**src/rtl/cache_seq_pkg.sv**
```systemverilog
package cache_seq_pkg;

    typedef enum logic [1:0] {
        ST_IDLE,
        ST_RD_BURST,
        ST_RD_SINGLE,
        ST_WRITE
    } seq_state_e;

    // Word position of beat k for a burst starting at word s (toggle order).
    function automatic logic [1:0] burst_word(input logic [1:0] s, input logic [1:0] k);
        return s ^ k;
    endfunction

endpackage

```
**src/rtl/cache_beat_timer.sv**
```systemverilog
module cache_beat_timer #(
    parameter int CW = 2
) (
    input  logic          clk,
    input  logic          rst_n,
    input  logic          load,
    input  logic [CW-1:0] load_val,
    output logic          expired
);
    logic [CW-1:0] cnt_q;

    always_ff @(posedge clk or negedge rst_n) begin
        if (!rst_n) begin
            cnt_q <= '0;
        end else if (load) begin
            cnt_q <= load_val;
        end else if (cnt_q != '0) begin
            cnt_q <= cnt_q - 1'b1;
        end
    end

    assign expired = (cnt_q == '0);

endmodule

```
**src/rtl/cache_bank_addr.sv**
```systemverilog
module cache_bank_addr #(
    parameter int NB  = 2,
    parameter int WAW = 30
) (
    input  logic                    clk,
    input  logic                    rst_n,
    input  logic [NB-1:0]           ld,
    input  logic [NB-1:0][WAW-1:0]  ld_val,
    output logic [NB-1:0][WAW-1:0]  q
);
    for (genvar b = 0; b < NB; b++) begin : g_bank
        always_ff @(posedge clk or negedge rst_n) begin
            if (!rst_n) begin
                q[b] <= '0;
            end else if (ld[b]) begin
                q[b] <= ld_val[b];
            end
        end
    end

endmodule

```
**src/rtl/cache_seq_ctrl.sv**
```systemverilog
module cache_seq_ctrl
    import cache_seq_pkg::*;
#(
    parameter int WAW = 30,
    parameter int CW  = 2
) (
    input  logic                  clk,
    input  logic                  rst_n,
    input  logic                  req,
    input  logic                  req_write,
    input  logic                  req_burst,
    input  logic [WAW-1:0]        req_word,
    input  logic                  hit,
    input  logic                  cfg_lead_long,
    input  logic                  cfg_follow_long,
    input  logic                  cfg_wr_wait,
    input  logic                  cfg_dual,
    input  logic                  timer_expired,
    output logic                  timer_load,
    output logic [CW-1:0]         timer_val,
    output logic [1:0]            addr_ld,
    output logic [1:0][WAW-1:0]   addr_val,
    output logic [1:0]            sram_cs,
    output logic [1:0]            sram_oe,
    output logic [1:0]            sram_we,
    output logic                  rdy,
    output logic                  last
);
    localparam int LW = WAW - 2;

    seq_state_e state_q, state_d;
    logic [LW-1:0] line_q;
    logic [1:0]    start_q;
    logic [1:0]    beat_q;
    logic          dual_q;
    logic [CW-1:0] ylen_q;

    logic          accept;
    logic [CW-1:0] ylen_in;
    logic [CW-1:0] first_len;
    logic [1:0]    cur_word;
    logic          cur_bank;
    logic          start_bank;
    logic          busy;
    logic          rdy_c;
    logic          last_c;

    assign accept     = (state_q == ST_IDLE) && req && hit;
    assign ylen_in    = (cfg_follow_long || !cfg_dual) ? CW'(2) : CW'(1);
    assign first_len  = req_write ? (ylen_in + CW'(cfg_wr_wait))
                                  : (cfg_lead_long ? CW'(3) : CW'(2));
    assign start_bank = cfg_dual & req_word[0];
    assign cur_word   = burst_word(start_q, beat_q);
    assign cur_bank   = dual_q & cur_word[0];
    assign busy       = (state_q != ST_IDLE);
    assign rdy_c      = busy && timer_expired;
    assign last_c     = rdy_c && ((state_q != ST_RD_BURST) || (beat_q == 2'd3));

    // State register and access context.
    always_ff @(posedge clk or negedge rst_n) begin
        if (!rst_n) begin
            state_q <= ST_IDLE;
            line_q  <= '0;
            start_q <= '0;
            beat_q  <= '0;
            dual_q  <= 1'b0;
            ylen_q  <= CW'(2);
        end else begin
            state_q <= state_d;
            if (accept) begin
                line_q  <= req_word[WAW-1:2];
                start_q <= req_word[1:0];
                beat_q  <= '0;
                dual_q  <= cfg_dual;
                ylen_q  <= ylen_in;
            end else if (rdy_c && !last_c) begin
                beat_q  <= beat_q + 2'd1;
            end
        end
    end

    // Next state.
    always_comb begin
        state_d = state_q;
        unique case (state_q)
            ST_IDLE: begin
                if (accept) begin
                    if (req_write)      state_d = ST_WRITE;
                    else if (req_burst) state_d = ST_RD_BURST;
                    else                state_d = ST_RD_SINGLE;
                end
            end
            ST_RD_BURST, ST_RD_SINGLE, ST_WRITE: begin
                if (last_c) state_d = ST_IDLE;
            end
        endcase
    end

    // Beat timer and bank address loads.
    always_comb begin
        timer_load = 1'b0;
        timer_val  = '0;
        addr_ld    = '0;
        addr_val   = '0;
        if (accept) begin
            timer_load           = 1'b1;
            timer_val            = first_len - CW'(1);
            addr_ld[start_bank]  = 1'b1;
            addr_val[start_bank] = req_word;
            if (cfg_dual && req_burst && !req_write) begin
                addr_ld[~start_bank]  = 1'b1;
                addr_val[~start_bank] = {req_word[WAW-1:2], burst_word(req_word[1:0], 2'd1)};
            end
        end else if (rdy_c && !last_c) begin
            timer_load = 1'b1;
            timer_val  = ylen_q - CW'(1);
            if (dual_q) begin
                if (beat_q <= 2'd1) begin
                    addr_ld[cur_bank]  = 1'b1;
                    addr_val[cur_bank] = {line_q, burst_word(start_q, beat_q + 2'd2)};
                end
            end else begin
                addr_ld[0]  = 1'b1;
                addr_val[0] = {line_q, burst_word(start_q, beat_q + 2'd1)};
            end
        end
    end

    // Outputs.
    always_comb begin
        sram_oe = '0;
        sram_we = '0;
        sram_cs = '0;
        unique case (state_q)
            ST_IDLE: ;
            ST_RD_BURST: begin
                sram_oe[cur_bank] = 1'b1;
                sram_cs           = dual_q ? 2'b11 : 2'b01;
            end
            ST_RD_SINGLE: begin
                sram_oe[cur_bank] = 1'b1;
                sram_cs[cur_bank] = 1'b1;
            end
            ST_WRITE: begin
                sram_we[cur_bank] = 1'b1;
                sram_cs[cur_bank] = 1'b1;
            end
        endcase
        rdy  = rdy_c;
        last = last_c;
    end


    miss_idle_chk: assert property (@(posedge clk) disable iff (!rst_n)
        (state_q == ST_IDLE && req && !hit) |=> (state_q == ST_IDLE));


    lead_min_chk: assert property (@(posedge clk) disable iff (!rst_n)
        (accept && !req_write) |=> !rdy);


    single_bank_chk: assert property (@(posedge clk) disable iff (!rst_n)
        (busy && !dual_q) |-> !sram_cs[1]);


    more_beats_chk: assert property (@(posedge clk) disable iff (!rst_n)
        (rdy && !last) |=> (state_q == ST_RD_BURST));


    busy_ignore_chk: assert property (@(posedge clk) disable iff (!rst_n)
        (busy && !last_c) |=> ($stable(start_q) && $stable(line_q)));

endmodule

```
**src/rtl/cache_burst_seq.sv**
```systemverilog
module cache_burst_seq #(
    parameter int AW = 32
) (
    input  logic          clk,
    input  logic          rst_n,
    input  logic          req,
    input  logic          req_write,
    input  logic          req_burst,
    input  logic [AW-1:2] req_addr,
    input  logic          hit,
    input  logic          cfg_lead_long,
    input  logic          cfg_follow_long,
    input  logic          cfg_wr_wait,
    input  logic          cfg_dual,
    output logic [1:0]    sram_cs,
    output logic [1:0]    sram_oe,
    output logic [1:0]    sram_we,
    output logic [AW-3:0] bank0_addr,
    output logic [AW-3:0] bank1_addr,
    output logic          rdy,
    output logic          last
);
    localparam int WAW = AW - 2;
    localparam int CW  = 2;
    localparam int NB  = 2;

    logic                    timer_load;
    logic [CW-1:0]           timer_val;
    logic                    timer_expired;
    logic [NB-1:0]           addr_ld;
    logic [NB-1:0][WAW-1:0]  addr_val;
    logic [NB-1:0][WAW-1:0]  addr_q;

    cache_seq_ctrl #(.WAW(WAW), .CW(CW)) u_ctrl (
        .clk             (clk),
        .rst_n           (rst_n),
        .req             (req),
        .req_write       (req_write),
        .req_burst       (req_burst),
        .req_word        (req_addr),
        .hit             (hit),
        .cfg_lead_long   (cfg_lead_long),
        .cfg_follow_long (cfg_follow_long),
        .cfg_wr_wait     (cfg_wr_wait),
        .cfg_dual        (cfg_dual),
        .timer_expired   (timer_expired),
        .timer_load      (timer_load),
        .timer_val       (timer_val),
        .addr_ld         (addr_ld),
        .addr_val        (addr_val),
        .sram_cs         (sram_cs),
        .sram_oe         (sram_oe),
        .sram_we         (sram_we),
        .rdy             (rdy),
        .last            (last)
    );

    cache_beat_timer #(.CW(CW)) u_timer (
        .clk      (clk),
        .rst_n    (rst_n),
        .load     (timer_load),
        .load_val (timer_val),
        .expired  (timer_expired)
    );

    cache_bank_addr #(.NB(NB), .WAW(WAW)) u_addr (
        .clk    (clk),
        .rst_n  (rst_n),
        .ld     (addr_ld),
        .ld_val (addr_val),
        .q      (addr_q)
    );

    assign bank0_addr = addr_q[0];
    assign bank1_addr = addr_q[1];


    oe_excl_chk: assert property (@(posedge clk) disable iff (!rst_n)
        $onehot0(sram_oe) && !((|sram_oe) && (|sram_we)));


    lookahead_chk: assert property (@(posedge clk) disable iff (!rst_n)
        (rdy && !last && sram_cs == 2'b11) |->
        (bank0_addr[WAW-1:2] == bank1_addr[WAW-1:2] && !bank0_addr[0] && bank1_addr[0]));


    handoff_chk: assert property (@(posedge clk) disable iff (!rst_n)
        (rdy && !last && sram_cs == 2'b11 && sram_oe == 2'b01) |=> (sram_oe == 2'b10));


    last_with_rdy_chk: assert property (@(posedge clk) disable iff (!rst_n)
        last |=> !last);

endmodule

```
**config.mk**
```make
export PLATFORM = sky130hd
export DESIGN_NAME = cache_burst_seq
export DESIGN_NICKNAME = d
export VERILOG_FILES = /design/src/rtl/cache_seq_pkg.sv /design/src/rtl/cache_beat_timer.sv /design/src/rtl/cache_bank_addr.sv /design/src/rtl/cache_seq_ctrl.sv /design/src/rtl/cache_burst_seq.sv
export SDC_FILE = /design/constraint.sdc
export NUM_CORES = 1
export LEC_CHECK = 0
export BUFFER_PORTS_ARGS = -buffer_cell sky130_fd_sc_hd__buf_2
export CAP_MARGIN = 20
export CORE_MARGIN = 2
export CORE_UTILIZATION = 26
export CTS_BUF_LIST = sky130_fd_sc_hd__clkbuf_8
export CTS_CLUSTER_SIZE = 40
export DETAILED_ROUTE_END_ITERATION = 12
export MAX_ROUTING_LAYER = met4
export PLACE_DENSITY_LB_ADDON = 0.12
export SLEW_MARGIN = 20
export SYNTH_ARGS = -nofsm -noshare
export SYNTH_HDL_FRONTEND = slang
export SYNTH_HIERARCHICAL = 1
export SYNTH_SLANG_ARGS = --single-unit
```
**constraint.sdc**
```tcl
create_clock -name clk -period 2.8 [get_ports clk]
set_clock_uncertainty 0.15 [all_clocks]
set_input_delay 0.28 -clock clk [delete_from_list [all_inputs] [get_ports clk]]
set_output_delay 0.28 -clock clk [all_outputs]
set_load 0.01 [all_outputs]
```
==> metrics, run 1 <==
Die ar.=20600 sq um; drt first pass iters=4; max cap viols=0; count of final max-slew check failures=0; Synth cell types=40; Syn Nets=468; Slew HR=0.512; Synth area leaders=dfrtp_1 48%, mux2_4 18%, a32o_1 11%; Mapped Area=5060 sq um; Reg2Reg Setup Slack=0.42 ns; setup_tns=0 ns; initial DRC count=180; cell taking the most area after synthesis=dfrtp_1; Root Buffer=clkbuf_8; layout cells sized above 1=0.376; most common cell after layout, fill and taps aside=buf_2; CP Data Arrival Time=2.49 ns; Num CTS Buffers=9; DR vias/cell=4.64; synthesized flop and latch total=99; Ys Warns=6; pin count of the biggest net entering global routing=53; vias in the first global route=3668; crit path to=u_addr/q[33]$_DFFE_PN0P_; kind of critical path=reg2reg; finished layout cell area=6430 sq um; PortBufs=107; clock transition at the registers of the reported paths=0.10 ns; PwrDens=822 nW/um^2; post-route minimum period=2.38 ns; placed inst area=5920 sq um; worst-margin pin slew=0.733 ns; first-pass GRT wire length=21700 um; Hold Vio Cnt, Final=0; Sequential Area=2480 sq um; post-placement cell count=772; Post-DRT Antenna Nets=0; RSZ-0062 raised after global routing=false; clock sink count=99; Synth Instances=420; die height=144 um; ys async rst share=1.00; # DRC=0; final core occ=0.334; crit-path max FO=33; ys flop type=dfrtp_1; Synth top area share=0.485; CTS H-Tree Depth=3; maximum clock rate=0.421 GHz; WHS Path Cells=3; peak supply drop=0.236 mV; sequential fraction of the synthesis area=0.490; HP Class=in2reg; clk_lat worst skew=0.38 ns; Routed WL=14400 um; area of the multi-input gates=2370 sq um; via count=3792; RR Endpoint=u_addr/q[33]$_DFFE_PN0P_; Final period util=0.849; area grow syn2layout=27.2%; Initial Utilization=0.263; area of the core=19300 sq um; Worst setup SP type=flip-flop; Crit path required time=2.91 ns; CP Capture Type=flip-flop; std cell rows=51; R2R cell count=7; gr ovfl total=0; Post-synth EDFFs=0; post-CTS resize count=0; Ant. Diodes=0; maximum clock path buffer count=2; chip width=144 um; Total Nets Final=597; post-DR wirelength/cell=17.6 um; mean post-synth cell area=12.0 sq um; total track usage=0.144; highest-count cells in the layout ignoring fill and taps=106 x buf_2, 98 x dfrtp_1, 97 x nand2_1; GP Congestion=0.769; Fill cells=2006; final std cells w/o fill=818; Reg-to-Reg Start=u_ctrl/state_q[1]$_DFFE_PN0P_; Critical Path Source=u_ctrl/state_q[1]$_DFFE_PN0P_; outcome=finished clean; Pleak=3.20 nW; Final HPWL DP=9110 um; endpoints failing setup=0; initial antenna violation count=0; IO Count=108; TritonCTS clock tree=yes
through the flow:
| step | power (mW) | worst slack, ns | hold WS [ns] |
|---|---|---|---|
| floorplan | 3.57 | 0.385 | -0.166 |
| global placement | 4.27 | 0.477 | 0.247 |
| finish | 5.29 | 0.423 | 0.0345 |
| CTS | 5.36 | 0.407 | 0.0155 |
| global route | 5.66 | 0.289 | 0.0390 |
| detailed placement | 4.31 | 0.440 | 0.248 |
cell type report:
cell class	instances	share of cell area
inverters	8	0.00467
well taps	265	0.0515
clock inverters	4	0.00778
repair buffers	153	0.159
clock buffers	11	0.0235
flip-flops and latches	99	0.385
multi-input cells	278	0.368
routing by layer:
layer / global-route usage / routed length (um)
met1: 0.194 / 7020
met3: 0.0247 / 474
met2: 0.221 / 6760
met4: 0.0444 / 136
met5: - / 0
Yosys cell counts, types with 2 or more instances:
master,number
dfrtp_1,98
nand2_1,97
mux2_4,60
a32o_1,58
clkbuf_1,13
buf_2,12
buf_6,9
ha_1,8
inv_1,8
o21ai_0,6
nor2b_1,5
nand3_1,4
a21o_1,3
and2_1,3
and3_1,3
nor2_1,3
xor2_1,3
a21oi_1,2
nand2b_1,2
o22ai_1,2
xnor2_1,2
worst min path at each step:
stage                                        end       startpoint  slack (ns)
finish                 u_ctrl/dual_q$_DFFE_PN0P_         cfg_dual        0.03
floorplan                u_addr/q[0]$_DFFE_PN0P_            rst_n       -0.17
CTS                 u_ctrl/ylen_q[0]$_DFFE_PN0P_  cfg_follow_long        0.02
global placement         u_addr/q[5]$_DFFE_PN0P_            rst_n        0.25
global route           u_ctrl/dual_q$_DFFE_PN0P_         cfg_dual        0.04
detailed placement       u_addr/q[5]$_DFFE_PN0P_            rst_n        0.25
timing repair:
item                                   in CTS  in global routing
hold buffers                               31                  0
setup buffers                               0                  0
endpoints found under the hold margin      80                  0
sequential cells by signal (all words and copies together), names as in the netlist:
name            count
u_ctrl/line_q      28
u_ctrl/beat_q       2
u_ctrl/ylen_q       2
u_ctrl/start_q      2
u_ctrl/dual_q       1
u_timer/cnt_q       2
u_ctrl/state_q      2
u_addr/q           60
where the power goes:
| group | leakage (nW) | internal, mW | switching [mW] | total [mW] |
|---|---|---|---|---|
| Clock | 0.0974 | 0.457 | 0.535 | 0.991 |
| Combinational | 1.79 | 0.986 | 1.01 | 2.00 |
| Sequential | 1.31 | 1.92 | 0.377 | 2.29 |
| Total | 3.20 | 3.36 | 1.93 | 5.29 |
cells by family after synthesis:
| family | Yosys count | synth area share |
|---|---|---|
| buf+inv | 43 | 0.0490 |
| xor+xnor | 6 | 0.0119 |
| fa+ha+maj | 8 | 0.0198 |
| flops | 99 | 0.490 |
| compound gates | 79 | 0.143 |
| simple gates | 124 | 0.107 |
| mux | 61 | 0.180 |
critical path: stages, from the launching register on:
cell	delay (ns)
dfrtp_1	0.44
inv_1	0.11
ha_1	0.17
buf_4	0.14
and3_4	0.44
a21o_2	0.24
buf_4	0.24
mux2_4	0.32
(Power assumes the default switching activity.)
==> run 2, diff against run 1 <==
==> constraint.sdc (replaced) <==
create_clock -name clk -period 2.1 [get_ports clk]
set_clock_uncertainty 0.15 [all_clocks]
set_input_delay 0.21 -clock clk [delete_from_list [all_inputs] [get_ports clk]]
set_output_delay 0.21 -clock clk [all_outputs]
set_load 0.01 [all_outputs]
==> metrics, run 2 (same netlist as run 1, synthesis figures left out) <==
Num CTS Buffers=9; CP Capture Type=flip-flop; Hold Vio Cnt, Final=0; Worst setup SP type=flip-flop; first-pass GRT wire length=23000 um; initial antenna violation count=0; gr ovfl total=0; # DRC=0; total track usage=0.151; area of the core=19300 sq um; Hold Slack=0.0582 ns; Crit path required time=2.22 ns; Initial Utilization=0.263; kind of critical path=reg2reg; std cell rows=51; clock sink count=99; peak supply drop=0.343 mV; CTS H-Tree Depth=3; PwrDens=1100 nW/um^2; Pleak=3.36 nW; failing checks=negative setup slack; GP Congestion=0.777; clk_lat worst skew=0.38 ns; Slew HR=0.619; highest-count cells in the layout ignoring fill and taps=106 x buf_2, 98 x dfrtp_1, 96 x nand2_1; DR vias/cell=4.62; die height=144 um; area grow syn2layout=35.0%; endpoints failing setup=56; Root Buffer=clkbuf_8; Post-DRT Antenna Nets=0; pin count of the biggest net entering global routing=100; chip width=144 um; Largest register FFs=60; post-DR wirelength/cell=17.4 um; final std cells w/o fill=842; maximum clock path buffer count=2; outcome=finished with violations; clock transition at the registers of the reported paths=0.10 ns; Routed WL=14700 um; count of final max-slew check failures=0; drt first pass iters=4; TritonCTS clock tree=yes; initial DRC count=189; worst-margin pin slew=0.571 ns; via count=3894; PortBufs=107; Largest regs=u_addr/q: 60 flops, u_ctrl/line_q: 28 flops; max cap viols=0; largest register by flop count=u_addr/q; Fill cells=2006; most common cell after layout, fill and taps aside=buf_2; post-placement cell count=787; Ant. Diodes=0; Reg2Reg Setup Slack=-0.04 ns; setup ws final=-0.0385 ns; pre-CTS WS=-0.0801 ns; Final HPWL DP=9090 um; IO Count=108; Total Nets Final=620; Die ar.=20600 sq um; vias in the first global route=3961; post-route minimum period=2.14 ns; CP Data Arrival Time=2.26 ns; HP Class=in2reg; finished layout cell area=6830 sq um; RSZ-0062 raised after global routing=true; placed inst area=6080 sq um; layout cells sized above 1=0.418; Final period util=1.02; crit-path max FO=7; maximum clock rate=0.468 GHz
-- run 2: cell types whose count changed in the layout (fill, tap and decap cells not counted), moves of 3 or more --
cell,delta
ha_1,-4
buf_12,+3
buf_4,+8
ha_2,+3
buf_6,+5
-- run 2: power breakdown --
part	leakage (nW)	switching, mW	internal, mW
registers	1.31	0.489	2.56
clock network	0.0999	0.712	0.584
logic	1.95	1.50	1.64
-- run 2: path summary, 6_finish.rpt --
kind | endpoint | cells past startpoint | from
min | u_ctrl/state_q[0]$_DFFE_PN0P_ | 3 | req_write
min in group asynchronous | u_addr/q[36]$_DFFE_PN0P_ | 3 | rst_n
max | u_addr/q[59]$_DFFE_PN0P_ | 7 | u_ctrl/state_q[1]$_DFFE_PN0P_
min reg2reg | u_ctrl/line_q[21]$_DFFE_PN0P_ | 2 | u_ctrl/line_q[21]$_DFFE_PN0P_
max in group asynchronous | u_addr/q[24]$_DFFE_PN0P_ | 3 | rst_n
max reg2reg | u_addr/q[59]$_DFFE_PN0P_ | 7 | u_ctrl/state_q[1]$_DFFE_PN0P_
-- run 2: layout make-up --
cell class                 instances  area (sq um)  share of cell area
sequential                        99          2480               0.363
tap                              265           332              0.0485
clock buffer                      10           138              0.0201
timing repair buffer             176          1340               0.196
inverter                           8          30.0             0.00440
multi-input combinational        278          2450               0.358
clock inverter                     6          66.3             0.00971
-- run 2: worst max-delay path, cell delays in order (launching register included) --
cell and delay (ns):
dfrtp_1 0.40, inv_2 0.09, ha_1 0.22, nand4bb_4 0.14
and4bb_4 0.35, a21o_4 0.19, clkbuf_16 0.19, mux2_4 0.30
-- run 2: metal layers --
| layer | vias to the layer above | GRT usage | share of wire |
|---|---|---|---|
| met1 | 1957 | 0.206 | 0.47 |
| met4 | 0 | 0.0511 | 0.015 |
| met5 | - | - | 0 |
| li1 | 1824 | - | - |
| met2 | 99 | 0.227 | 0.47 |
| met3 | 14 | 0.0240 | 0.044 |
-- run 2: timing repair --
action,in CTS,in global routing
buffers inserted,3,0
gates cloned,2,2
hold buffers,33,0
hold endpoints to repair,130,0
gates resized for setup,20,4
pin swaps,2,0
endpoints found under the setup margin,63,64
-- run 2: through the flow --
| stage | setup TNS [ns] | power (mW) | utilization |
|---|---|---|---|
| 2_1_floorplan | -9.70 | 4.79 | - |
| 3_3_place_gp | -1.10 | 5.90 | 0.315 |
| 3_5_place_dp | -2.59 | 5.95 | 0.315 |
| 4_1_cts | -0.731 | 7.59 | 0.352 |
| 5_1_grt | -6.46 | 8.05 | 0.354 |
| 6_report | -0.607 | 7.48 | 0.354 |
==> run 3, diff against run 2 <==
--- a/config.mk
+++ b/config.mk
@@ -8,9 +8,8 @@
 export BUFFER_PORTS_ARGS = -buffer_cell sky130_fd_sc_hd__buf_2
 export CAP_MARGIN = 20
 export CORE_MARGIN = 2
-export CORE_UTILIZATION = 26
+export CORE_UTILIZATION = 40
 export CTS_BUF_LIST = sky130_fd_sc_hd__clkbuf_8
-export CTS_CLUSTER_SIZE = 40
 export DETAILED_ROUTE_END_ITERATION = 12
 export MAX_ROUTING_LAYER = met4
 export PLACE_DENSITY_LB_ADDON = 0.12
==> metrics, run 3 (same netlist as run 1, synthesis figures left out) <==
outcome=finished with violations; endpoints failing setup=15; most common cell after layout, fill and taps aside=buf_2; area of the core=12500 sq um; setup_tns=-0.108 ns; DR vias/cell=5.16; total track usage=0.205; placed inst area=5990 sq um; initial DRC count=218; Hold Vio Cnt, Final=0; peak supply drop=0.680 mV; slowest stage cell on the critical path=dfrtp_1; # DRC=0; Total Nets Final=622; Largest regs=u_addr/q: 60 flops, u_ctrl/line_q: 28 flops; CP Capture Type=flip-flop; Ant. Diodes=0; switch share=0.355; clock transition at the registers of the reported paths=0.09 ns; count of final max-slew check failures=0; Fill cells=1108; WHS Path Cells=3; Post-DRT Antenna Nets=0; GP Congestion=0.789; largest register by flop count=u_addr/q; vias in the first global route=3872; chip width=116 um; highest-count cells in the layout ignoring fill and taps=106 x buf_2, 98 x dfrtp_1, 97 x nand2_1; RSZ-0062 raised after global routing=true; die height=116 um; kind of critical path=reg2reg; Largest register FFs=60; HP Class=in2reg; post-DR wirelength/cell=17.9 um; via count=3867; critical path, cell by cell=buf_6 -> inv_4 -> ha_4 -> and3b_2 -> a211oi_4 -> a21o_4 -> clkbuf_16 -> mux2_4; worst-margin pin slew=0.414 ns; PortBufs=107; Final period util=1.01; CP peak stage delay=0.40 ns; Reg2Reg Setup Slack=-0.01 ns; maximum clock rate=0.473 GHz; gr ovfl total=0; Pleak=3.37 nW; post-route minimum period=2.11 ns; first-pass GRT wire length=20500 um; switching power=2.66 mW; Crit path required time=2.22 ns; TritonCTS clock tree=yes; finished layout cell area=6750 sq um; setup ws final=-0.0135 ns; crit-path max FO=7; Slew HR=0.724; drt first pass iters=4; WHS Endpoint=u_ctrl/state_q[0]$_DFFE_PN0P_; Clock Power Share=0.177; pin count of the biggest net entering global routing=55; Hold Startpoint=req_write; Worst setup SP type=flip-flop; maximum clock path buffer count=2; CP Data Arrival Time=2.23 ns; Initial Utilization=0.406; P_int=4.84 mW; failing checks=negative setup slack; R2R cell count=8; layout cells sized above 1=0.420; Sequential Power Share=0.408; PwrDens=1110 nW/um^2; Final HPWL DP=8470 um; Comb pwr share=0.415; overall power=7.50 mW; RR Endpoint=u_addr/q[20]$_DFFE_PN0P_; std cell rows=41; Routed WL=13400 um; clk_lat worst skew=0.38 ns; Root Buffer=clkbuf_8; Critical Path Source=u_ctrl/beat_q[1]$_DFFE_PN0P_; Num CTS Buffers=9; pre-CTS WS=-0.0338 ns; area grow syn2layout=33.4%; CTS H-Tree Depth=3; Reg-to-Reg Start=u_ctrl/beat_q[1]$_DFFE_PN0P_; clock sink count=99; Die ar.=13600 sq um; IO Count=108; initial antenna violation count=0; max cap viols=0
==> run 3: routing by layer <==
metal  global-route usage  routed length [um]
met5                    -                   0
met1                0.270                6190
met3               0.0291                 547
met4               0.0802                 198
met2                0.324                6480
==> run 3: how the worst max path moves through the flow <==
stage / endpoint / slack (ns) / depth (start not counted)
2_1_floorplan: u_addr/q[30]$_DFFE_PN0P_ / -0.21 / 9
3_3_place_gp: u_addr/q[44]$_DFFE_PN0P_ / -0.02 / 7
3_5_place_dp: u_addr/q[4]$_DFFE_PN0P_ / -0.03 / 8
4_1_cts: u_addr/q[28]$_DFFE_PN0P_ / -0.05 / 8
5_1_grt: u_addr/q[16]$_DFFE_PN0P_ / -0.1 / 8
6_report: u_addr/q[20]$_DFFE_PN0P_ / -0.01 / 8
==> run 3: timing repair <==
item                                    CTS  global route
setup buffers                             1             0
cloned                                    1             4
hold buffers                             33             0
pin swaps                                 2             2
endpoints found under the setup margin   60            60
hold endpoints to repair                 60             0
resized for setup                        12             9
==> run 3: per-stage QoR <==
stage	instances	hold slack, ns	util
after detailed placement	696	0.0297	0.481
after global placement	696	0.0222	0.481
final	750	0.0263	0.541
after floorplan	420	-0.236	-
after CTS	746	0.0173	0.532
after global routing	750	0.0588	0.541
==> run 3: cell type report <==
class / count / area, sq um / share of cell area
clock inverter: 3 / 46.3 / 0.00686
inverter: 8 / 32.5 / 0.00482
multi-input combinational: 279 / 2460 / 0.365
sequential: 99 / 2480 / 0.367
timing repair buffer: 177 / 1350 / 0.200
clock buffer: 12 / 165 / 0.0245
tap: 172 / 215 / 0.0319
==> run 3: critical path, delay by kind of cell, from the launching register on <==
family | cells | cell delay, ns
AOI/OAI and AO/OA | 2 | 0.47
adders and majority gates | 1 | 0.11
and+or+nand+nor | 1 | 0.22
buffers and inverters | 3 | 0.36
muxes | 1 | 0.29
DFF | 1 | 0.40
==> run 3: power groups by stage <==
| stage | clock [mW] | sequential (mW) | combinational [mW] |
|---|---|---|---|
| floorplan | 0 | 3.10 | 1.69 |
| global placement | 0 | 3.06 | 2.79 |
| detailed placement | 0 | 3.08 | 2.85 |
| CTS | 1.36 | 3.06 | 3.04 |
| global route | 1.42 | 3.15 | 3.41 |
| finish | 1.33 | 3.06 | 3.11 |
